===== src/rtl/gpio_bank_pkg.sv =====
package gpio_bank_pkg;

  localparam int BUS_W    = 64;
  localparam int OE_BIT   = 0;
  localparam int INV_BIT  = 1;
  localparam int IE_BIT   = 2;
  localparam int MODE_LSB = 4;
  localparam int SEL_LSB  = 16;
  localparam int SEL_W    = 11;
  localparam int ROLE_LSB = 62;

  typedef enum logic [1:0] {
    TRIG_RISE = 2'd0,
    TRIG_FALL = 2'd1,
    TRIG_HIGH = 2'd2,
    TRIG_LOW  = 2'd3
  } trig_e;

  typedef enum logic [1:0] {
    ROLE_IN  = 2'd0,
    ROLE_OUT = 2'd1,
    ROLE_ALT = 2'd2
  } role_e;

  typedef struct packed {
    logic [SEL_W-1:0] sel;
    trig_e            mode;
    logic             ie;
    logic             inv;
    logic             oe;
  } pin_cfg_t;

  function automatic pin_cfg_t cfg_from_word(input logic [BUS_W-1:0] w);
    pin_cfg_t c;
    c.oe   = w[OE_BIT];
    c.inv  = w[INV_BIT];
    c.ie   = w[IE_BIT];
    c.mode = trig_e'(w[MODE_LSB +: 2]);
    c.sel  = w[SEL_LSB +: SEL_W];
    return c;
  endfunction

  function automatic logic [BUS_W-1:0] word_from_cfg(input pin_cfg_t c);
    logic [BUS_W-1:0] w;
    role_e            r;
    w                   = '0;
    w[OE_BIT]           = c.oe;
    w[INV_BIT]          = c.inv;
    w[IE_BIT]           = c.ie;
    w[MODE_LSB +: 2]    = c.mode;
    w[SEL_LSB +: SEL_W] = c.sel;
    if (c.sel != '0)  r = ROLE_ALT;
    else if (c.oe)    r = ROLE_OUT;
    else              r = ROLE_IN;
    w[ROLE_LSB +: 2]    = r;
    return w;
  endfunction

endpackage


===== src/rtl/gpio_sync.sv =====
module gpio_sync #(
  parameter int WIDTH = 32
) (
  input  logic             clk,
  input  logic             rst_n,
  input  logic [WIDTH-1:0] async_in,
  output logic [WIDTH-1:0] sync_out
);
  logic [WIDTH-1:0] stage1;

  always_ff @(posedge clk or negedge rst_n) begin
    if (!rst_n) begin
      stage1   <= '0;
      sync_out <= '0;
    end else begin
      stage1   <= async_in;
      sync_out <= stage1;
    end
  end
endmodule


===== src/rtl/gpio_cfg_regs.sv =====
module gpio_cfg_regs
  import gpio_bank_pkg::*;
#(
  parameter int NUM_PINS = 32,
  parameter int NUM_IRQ  = 16,
  localparam int PIN_W   = (NUM_PINS > 1) ? $clog2(NUM_PINS) : 1
) (
  input  logic             clk,
  input  logic             rst_n,
  input  logic             wr_en,
  input  logic [PIN_W-1:0] wr_pin,
  input  logic [BUS_W-1:0] wr_data,
  output pin_cfg_t         cfg_q [NUM_PINS]
);
  pin_cfg_t wr_cfg;
  assign wr_cfg = cfg_from_word(wr_data);

  for (genvar g = 0; g < NUM_PINS; g++) begin : g_pin
    pin_cfg_t next_cfg;
    always_comb begin
      next_cfg = wr_cfg;
      if (g >= NUM_IRQ) begin
        next_cfg.ie   = 1'b0;
        next_cfg.mode = TRIG_RISE;
      end
    end

    always_ff @(posedge clk or negedge rst_n) begin
      if (!rst_n)
        cfg_q[g] <= '0;
      else if (wr_en && wr_pin == PIN_W'(g))
        cfg_q[g] <= next_cfg;
    end
  end
endmodule


===== src/rtl/gpio_irq_cell.sv =====
module gpio_irq_cell
  import gpio_bank_pkg::*;
(
  input  logic  clk,
  input  logic  rst_n,
  input  logic  level_in,
  input  logic  enable,
  input  trig_e mode,
  input  logic  clear,
  output logic  pending,
  output logic  irq_out
);
  logic prev_level;
  logic edge_hit;
  logic level_hit;

  always_comb begin
    unique case (mode)
      TRIG_RISE: edge_hit = level_in & ~prev_level;
      TRIG_FALL: edge_hit = ~level_in & prev_level;
      default:   edge_hit = 1'b0;
    endcase
    level_hit = (mode == TRIG_HIGH) ? level_in : ~level_in;
  end

  always_ff @(posedge clk or negedge rst_n) begin
    if (!rst_n) begin
      prev_level <= 1'b0;
      pending    <= 1'b0;
    end else begin
      prev_level <= level_in;
      if (enable && edge_hit) pending <= 1'b1;
      else if (clear)         pending <= 1'b0;
    end
  end

  assign irq_out = enable & (mode[1] ? level_hit : pending);
endmodule


===== src/rtl/gpio_bank.sv =====
module gpio_bank
  import gpio_bank_pkg::*;
#(
  parameter int          NUM_PINS = 32,
  parameter int          NUM_IRQ  = 16,
  parameter int          ADDR_W   = 12,
  parameter logic [11:0] CFG_BASE = 12'h100
) (
  input  logic                clk,
  input  logic                rst_n,
  input  logic                bus_wr_en,
  input  logic                bus_rd_en,
  input  logic [ADDR_W-1:0]   bus_addr,
  input  logic [63:0]         bus_wdata,
  output logic [63:0]         bus_rdata,
  output logic                bus_rvalid,
  input  logic [NUM_PINS-1:0] pad_in,
  output logic [NUM_PINS-1:0] pad_out,
  output logic [NUM_PINS-1:0] pad_oe,
  output logic [NUM_IRQ-1:0]  irq
);
  localparam int PIN_W = (NUM_PINS > 1) ? $clog2(NUM_PINS) : 1;
  localparam int IDX_W = ADDR_W - 3;
  localparam logic [IDX_W-1:0] IDX_IN   = IDX_W'(0);
  localparam logic [IDX_W-1:0] IDX_SET  = IDX_W'(1);
  localparam logic [IDX_W-1:0] IDX_CLR  = IDX_W'(2);
  localparam logic [IDX_W-1:0] IDX_PEND = IDX_W'(3);
  localparam logic [IDX_W-1:0] IDX_CFG  = IDX_W'(CFG_BASE >> 3);

  logic [IDX_W-1:0]    word_idx;
  logic [IDX_W-1:0]    cfg_off;
  logic                cfg_hit;
  logic [PIN_W-1:0]    cfg_pin;
  logic [NUM_PINS-1:0] sync_q;
  logic [NUM_PINS-1:0] inv_vec;
  logic [NUM_PINS-1:0] in_val;
  logic [NUM_PINS-1:0] out_latch;
  logic [NUM_IRQ-1:0]  pend_vec;
  logic [NUM_IRQ-1:0]  pend_clr;
  logic [63:0]         rd_mux;
  pin_cfg_t            cfg_q [NUM_PINS];
  logic [2:0]          unused_addr_lsb;

  assign unused_addr_lsb = bus_addr[2:0];
  assign word_idx = bus_addr[ADDR_W-1:3];
  assign cfg_off  = word_idx - IDX_CFG;
  assign cfg_hit  = (word_idx >= IDX_CFG) && (cfg_off < IDX_W'(NUM_PINS));
  assign cfg_pin  = cfg_off[PIN_W-1:0];

  gpio_sync #(.WIDTH(NUM_PINS)) u_sync (
    .clk      (clk),
    .rst_n    (rst_n),
    .async_in (pad_in),
    .sync_out (sync_q)
  );

  gpio_cfg_regs #(.NUM_PINS(NUM_PINS), .NUM_IRQ(NUM_IRQ)) u_cfg (
    .clk     (clk),
    .rst_n   (rst_n),
    .wr_en   (bus_wr_en && cfg_hit),
    .wr_pin  (cfg_pin),
    .wr_data (bus_wdata),
    .cfg_q   (cfg_q)
  );

  always_comb begin
    for (int i = 0; i < NUM_PINS; i++) begin
      inv_vec[i] = cfg_q[i].inv;
      pad_oe[i]  = cfg_q[i].oe && (cfg_q[i].sel == '0);
    end
  end
  assign in_val = sync_q ^ inv_vec;

  always_ff @(posedge clk or negedge rst_n) begin
    if (!rst_n)
      out_latch <= '0;
    else if (bus_wr_en && word_idx == IDX_SET)
      out_latch <= out_latch | bus_wdata[NUM_PINS-1:0];
    else if (bus_wr_en && word_idx == IDX_CLR)
      out_latch <= out_latch & ~bus_wdata[NUM_PINS-1:0];
  end
  assign pad_out = out_latch;

  assign pend_clr = (bus_wr_en && word_idx == IDX_PEND) ? bus_wdata[NUM_IRQ-1:0] : '0;

  for (genvar g = 0; g < NUM_IRQ; g++) begin : g_irq
    gpio_irq_cell u_cell (
      .clk      (clk),
      .rst_n    (rst_n),
      .level_in (in_val[g]),
      .enable   (cfg_q[g].ie),
      .mode     (cfg_q[g].mode),
      .clear    (pend_clr[g]),
      .pending  (pend_vec[g]),
      .irq_out  (irq[g])
    );
  end

  always_comb begin
    rd_mux = '0;
    if (word_idx == IDX_IN)                              rd_mux = 64'(in_val);
    else if (word_idx == IDX_SET || word_idx == IDX_CLR) rd_mux = 64'(out_latch);
    else if (word_idx == IDX_PEND)                       rd_mux = 64'(pend_vec);
    else if (cfg_hit)                                    rd_mux = word_from_cfg(cfg_q[cfg_pin]);
  end

  always_ff @(posedge clk or negedge rst_n) begin
    if (!rst_n) begin
      bus_rdata  <= '0;
      bus_rvalid <= 1'b0;
    end else begin
      bus_rvalid <= bus_rd_en;
      if (bus_rd_en) bus_rdata <= rd_mux;
    end
  end
endmodule


===== config.mk =====
export PLATFORM = sky130hd
export DESIGN_NAME = gpio_bank
export DESIGN_NICKNAME = d
export VERILOG_FILES = /design/src/rtl/gpio_bank_pkg.sv /design/src/rtl/gpio_sync.sv /design/src/rtl/gpio_cfg_regs.sv /design/src/rtl/gpio_irq_cell.sv /design/src/rtl/gpio_bank.sv
export SDC_FILE = /design/constraint.sdc
export NUM_CORES = 1
export LEC_CHECK = 0
export ABC_AREA = 1
export BUFFER_PORTS_ARGS = -buffer_cell sky130_fd_sc_hd__buf_2
export CAP_MARGIN = 20
export CELL_PAD_IN_SITES_DETAIL_PLACEMENT = 1
export CELL_PAD_IN_SITES_GLOBAL_PLACEMENT = 1
export CORE_MARGIN = 2
export CORE_UTILIZATION = 45
export CTS_BUF_LIST = sky130_fd_sc_hd__clkbuf_4 sky130_fd_sc_hd__clkbuf_8
export DETAILED_ROUTE_END_ITERATION = 10
export PLACE_DENSITY = 0.76
export SETUP_SLACK_MARGIN = 0.4
export SYNTH_ARGS = -nofsm -noshare
export SYNTH_HDL_FRONTEND = slang
export SYNTH_SLANG_ARGS = --single-unit

===== constraint.sdc =====
create_clock -name clk -period 1.9 [get_ports clk]
set_input_delay 0.095 -clock clk [delete_from_list [all_inputs] [get_ports clk]]
set_output_delay 0.095 -clock clk [all_outputs]
set_load 0.02 [all_outputs]

# ---- After elaboration in Yosys (flattened, before gate mapping)
# Cells that the tools add are included.
dict set report op_classes {
  addsub 1
  n_mul 0
  div_mod_pow 0
  magnitude_cmp 3
  eq_ne 66
  shifts 0
  n_mux 92
  bitwise_logic 85
  n_reduce_logical 154
}
# cell count
set op_table {}
lappend op_table {{11-bit logical NOT} 32}
lappend op_table {{64-bit 2-to-1 mux} 4}
lappend op_table {{1-bit logical AND} 85}
lappend op_table {{16-bit binary-select mux with 5-bit select} 1}
lappend op_table {{5-bit == test, second input constant} 16}
lappend op_table {{1-bit 2-to-1 mux} 65}
lappend op_table {{32-bit 2-to-1 mux} 2}
lappend op_table {{1-bit bitwise AND} 48}
lappend op_table {{16-bit 2-to-1 mux} 3}
lappend op_table {{5-bit by 4-bit == test with 1-bit output, second input constant} 8}
lappend op_table {{2-bit nonzero test} 17}
lappend op_table {{32-bit bitwise AND} 1}
lappend op_table {{2-bit by 1-bit == test with 1-bit output, second input constant} 16}
lappend op_table {{2-bit == test, second input constant} 16}
lappend op_table {{2-bit logical NOT} 16}
lappend op_table {{1-bit NOT} 32}
lappend op_table {{32-bit NOT} 1}
lappend op_table {{32-bit OR} 1}
lappend op_table {{1-bit case mux with 2 select lines} 16}
lappend op_table {{32-bit bitwise XOR} 1}
lappend op_table {{5-bit by 3-bit == test with 1-bit output, second input constant} 4}
lappend op_table {{9-bit by 2-bit == test with 1-bit output, second input constant} 2}
lappend op_table {{11-bit nonzero test} 1}
lappend op_table {{5-bit by 2-bit == test with 1-bit output, second input constant} 2}
lappend op_table {{11 further kinds} 11}
dict set report totals {
  reg_bits 657
  latch_bits 0
  mem_bits_rw 0
  rom_bits 0
  inputBits 112
  out_inout_bits 145
  word_cells 566
  n_memories 0
}

# ---- Longest topological paths before layout
dict set report depth {
  depth_word 11
  ltp_mapped 18
  depth_no_buf 15
}

# ---- Modules after synthesis
# From an unflattened synthesis, not the netlist that was laid out.
dict set report unflattened {
  hier_cells 4466
  area_unflattened_um2 32538.7
}
# module n_inst cells_per_inst area_per_inst_um2 seq_area_each_um2
set modules_own_cells {}
lappend modules_own_cells {gpio_cfg_regs 1 2162 18911.9 11611.1}
lappend modules_own_cells {gpio_bank 1 1904 10063.4 1676.6}
lappend modules_own_cells {gpio_irq_cell 16 21 122.6 50.0}
lappend modules_own_cells {gpio_sync 1 64 1601.5 1601.5}

# ---- Least setup slack after synthesis
# OpenSTA, ideal clock, no wires.
dict set report synth_timing {
  path_kind {input -> register}
  from {in bus_addr[3]}
  to {reg bus_rdata[63]}
  setup_ps 116
  t_arrival_ps 1375
  required_time_ps 1784
  path_slack_ps 408
  cell_stages 17
  path_buffers 3
  path_cell_list {buf_4 > buf_4 > buf_2 > nand2_1 > o21ai_0 > nand2_1 > nand2_1 > nand2_1 > nand2_1 > nor2_1 > nand2_1 > nand2_1 > nand2_1 > nor2_1 > nand3_1 > nand2_1 > nand2_1}
}
dict set report synth_between {
  elab_chain_len 11
  word_cells_on_any_way 19
  cone_classes {add/sub: 1; order compare: 2; eq/ne: 3; mux: 8; bitwise: 1; reduce/logical: 4}
}
# item line_no
set synth_rtl {}
lappend synth_rtl {{start: declaration} gpio_bank.sv:13} ;# input logic [ADDR_W-1:0] bus_addr,
lappend synth_rtl {{9-bit by 6-bit subtractor with 9-bit output} gpio_bank.sv:46} ;# assign cfg_off = word_idx - IDX_CFG;
lappend synth_rtl {{5-bit NOT with 6-bit output (implied by the code)} gpio_bank.sv:104} ;# else if (cfg_hit) rd_mux = word_from_cfg(cfg_q[cfg_pin]);
lappend synth_rtl {{16-bit binary-select mux with 5-bit select} gpio_bank.sv:104}
lappend synth_rtl {{16-bit 2-to-1 mux (implied by the code) (2 in series)} gpio_bank.sv:104}
lappend synth_rtl {{11-bit nonzero test} gpio_bank_pkg.sv:52} ;# if (c.sel != '0) r = ROLE_ALT;
lappend synth_rtl {{2-bit 2-to-1 mux} gpio_bank_pkg.sv:52}
lappend synth_rtl {{64-bit 2-to-1 mux} gpio_bank.sv:104}
lappend synth_rtl {{64-bit 2-to-1 mux} gpio_bank.sv:103} ;# else if (word_idx == IDX_PEND) rd_mux = 64'(pend_vec);
lappend synth_rtl {{64-bit 2-to-1 mux} gpio_bank.sv:102} ;# else if (word_idx == IDX_SET || word_idx == IDX_CLR) rd_mux = 64'(out_latch);
lappend synth_rtl {{64-bit 2-to-1 mux (*)} gpio_bank.sv:101} ;# if (word_idx == IDX_IN) rd_mux = 64'(in_val);
lappend synth_rtl {{end signal: assignment} gpio_bank.sv:113} ;# if (bus_rd_en) bus_rdata <= rd_mux;
lappend synth_rtl {{end: declaration} gpio_bank.sv:15} ;# output logic [63:0] bus_rdata,
# Every way passes the cells marked *; elsewhere a longest branch is shown, timed or not. The select of a mux whose other input is x is not followed.
# A chain may end at the register's enable or synchronous reset.

# ---- Worst setup path after layout
dict set report layout_timing {
  from {reg u_cfg.cfg_q[428] (netlist name)}
  to {out pad_oe[5]}
}
dict set report layout_between {
  elab_chain_len 2
}
# item line_no
set layout_rtl {}
lappend layout_rtl {{11-bit logical NOT} gpio_bank.sv:69} ;# pad_oe[i] = cfg_q[i].oe && (cfg_q[i].sel == '0);
lappend layout_rtl {{1-bit logical AND} gpio_bank.sv:69}
lappend layout_rtl {{end: declaration} gpio_bank.sv:19} ;# output logic [NUM_PINS-1:0] pad_oe,
# Every way passes these cells.

==> impl_metrics.ini <==
[worst_setup_path]
end_kind = output pin
critical_path.max_stage_delay_ns = 0.41
crit_path_start_kind = flop
critPathArrivalTime_ns = 2.19
slowest_stage = dfrtp_1
path_cells = nor4_4, nand2_2, nor4_4, buf_4, buf_6
path_class = reg -> out
cp_max_fo = 2
crit_required_ns = 1.80
cpMostUsedCell = nor4_4

[hold_path]
min_path_type = in -> reg

[clock_tree]
cts_inserted_buffers = 107
cts_tree = yes
clk_pin_slew_ns = 0.07
clk_path_buf_depth = 3
clock-sinks = 627
htreeDepth = 3
cts-root-buf = clkbuf_8
clk_latency_ns = 0.75

[synth]
synth.ff_latch_count = 627
syn_area_um2 = 28900
synth_ff_type = dfrtp_1
ys_types = 36
seq_area_frac_synth_pct = 54.3
synth_edf_count = 0
ys_warn_count = 0
async_flop_share_pct = 100
synth_cells = 3596
avgSynthCellArea_um2 = 8.03

[floorplanning]
dieArea_um2 = 66200
die_y_um = 257
initial_core_util_pct = 45.7
coreArea_um2 = 63200
io_pins = 257
die_w_um = 257
core.rowCount = 92

[global_route]
first_global_vias = 31900
grt_pass1_wl_um = 192000
antenna_found_initial = 3
grt_use_total_pct = 38.0
grt_overflow = 0
grt_max_degree = 79

[routing]
routedWlPerCell_um = 26.3
via_per_inst = 5.92
wirelength_um = 132000
drtAntennaViolNets = 0
drc = 0
drt_first_iter_violations = 2421
vias = 29800
drt_pass1_iterations = 5

[pwr]
total_leakage_power_nw = 18.7
power_density_nw_per_um2 = 810
ir_drop_mv = 0.616
p_total_mw = 31.4

[final_layout]
layout.cells.most_common_list = nand2_1 (1306), dfrtp_1 (592), o21ai_0 (519)
layoutNonFillerInstCount = 5044
layout_commonest_cell = nand2_1
n_fill_cell = 7363
drive_gt1_share_pct = 27.9
fin_util_pct = 61.4
nets = 4220
syn2layout_area_growth_pct = 34.4

[timing]
worstMarginPinSlew_ns = 0.860
finalWorstSetupSlack_ns = -0.381
setup_viol = 48
fin_setup_tns_ns = -7.45
finalHoldViolations = 0
post-route-period-util_pct = 120
period_minus_slack_ns = 2.28
fin_skew_ns = 0.0392
slew-limit-headroom_pct = 42.6
rsz0062_at_grt = yes
final_max_slew_viol_count = 0
fmax_ghz = 0.438

[placement]
post-place-ws_ns = -0.459
hpwl_um = 79800
placedCellCount = 4592
gp_congestion = 0.944
portBuffers = 191

[outcome]
status = finished, violations left
failed_checks = setup timing

[job]
drv_cap = 0
area by class of cell:
type	instances	area [um2]	share of cell area, %
sequential	627	15700	40.6
multi-input combinational	2567	13500	34.7
timing repair buffer	637	5510	14.2
clock buffer	179	2210	5.69
tap	846	1060	2.73
inverter	168	641	1.65
clock inverter	18	179	0.461
antenna	2	5.00	0.0129
worst paths after layout:
kind,cells after the start,startpoint,end,slack (ns)
hold reg to reg,0,u_sync.stage1[15],u_sync.sync_out[15],0.34
setup / recovery,5,u_cfg.cfg_q[428],pad_oe[5],-0.38
hold / removal,2,pad_in[8],u_sync.stage1[8],0.02
max in group asynchronous,4,rst_n,u_cfg.cfg_q[345],1.28
setup reg to reg,11,u_sync.sync_out[9],bus_rdata[9],-0.05
min in group asynchronous,3,rst_n,u_cfg.cfg_q[321],0.05
worst max-delay path, delay by kind of cell (launching register included):
family        cells  cell delay (ns)
simple gates      3             0.72
flops             1             0.41
buf+inv           2             0.31
sequential cells by signal, summed over array words and instances, names as in the netlist, named ones only:
register,flops
u_sync.sync_out,32
g_irq.u_cell.prev_level,16
u_sync.stage1,32
g_irq.u_cell.pending,16
bus_rdata,34
u_cfg.cfg_q,464
bus_rvalid,1
synthesized netlist by cell type, types with 8 or more instances:
library cell / n / area (um2)
nand2_1: 1438 / 5400
dfrtp_1: 627 / 15700
o21ai_0: 548 / 2740
inv_1: 155 / 582
clkbuf_1: 140 / 526
nor2_1: 136 / 510
nor4_1: 88 / 551
buf_2: 66 / 330
o21ai_1: 63 / 315
a21oi_1: 52 / 260
buf_4: 51 / 383
nand4_1: 37 / 231
o22ai_1: 31 / 194
nand3_1: 28 / 140
o211ai_1: 27 / 203
xnor2_1: 23 / 201
nand2_2: 12 / 75.1
a221oi_1: 11 / 96.3
inv_2: 11 / 41.3
and3_1: 10 / 62.6
xor2_1: 9 / 78.8
a22oi_1: 8 / 60.1
cell families after synthesis:
group / Yosys count / synth area share (%)
buffers and inverters: 431 / 6.64
AO/OA/AOI/OAI: 741 / 13.4
XOR/XNOR: 32 / 0.971
flip-flops: 627 / 54.3
multiplexers: 1 / 0.0347
AND/OR/NAND/NOR: 1763 / 24.6
other: 1 / 0.0130
per-layer routing:
layer	part of all wire [%]	up-vias	GRT usage [%]
met4	7.0	2	23.3
met2	50	1407	66.4
met1	37	15200	43.4
met5	0.0076	-	0
met3	6.4	585	6.68
li1	-	12600	-
stage by stage:
stage          hold slack (ns)  cell area [um2]
2_1_floorplan           -0.201            29000
3_3_place_gp            0.0172            31800
3_5_place_dp            0.0211            31800
4_1_cts                0.00554            37600
5_1_grt                 0.0451            38800
6_report                0.0250            38800
report_power, final:
part	internal (mW)	total, mW	leakage, nW	switching, mW
Sequential	13.8	14.2	8.31	0.449
Clock	7.59	13.7	1.26	6.12
Combinational	1.27	3.49	9.10	2.22
Total	22.6	31.4	18.7	8.79
repair_timing:
| action | CTS | global route |
|---|---|---|
| pin swaps | 156 | 146 |
| hold endpoints to repair | 878 | 0 |
| resized for setup | 421 | 222 |
| endpoints found under the setup margin | 68 | 91 |
| buffers inserted | 97 | 58 |
| hold buffers | 98 | 0 |
Note: power is estimated with default switching activity, not from simulation.
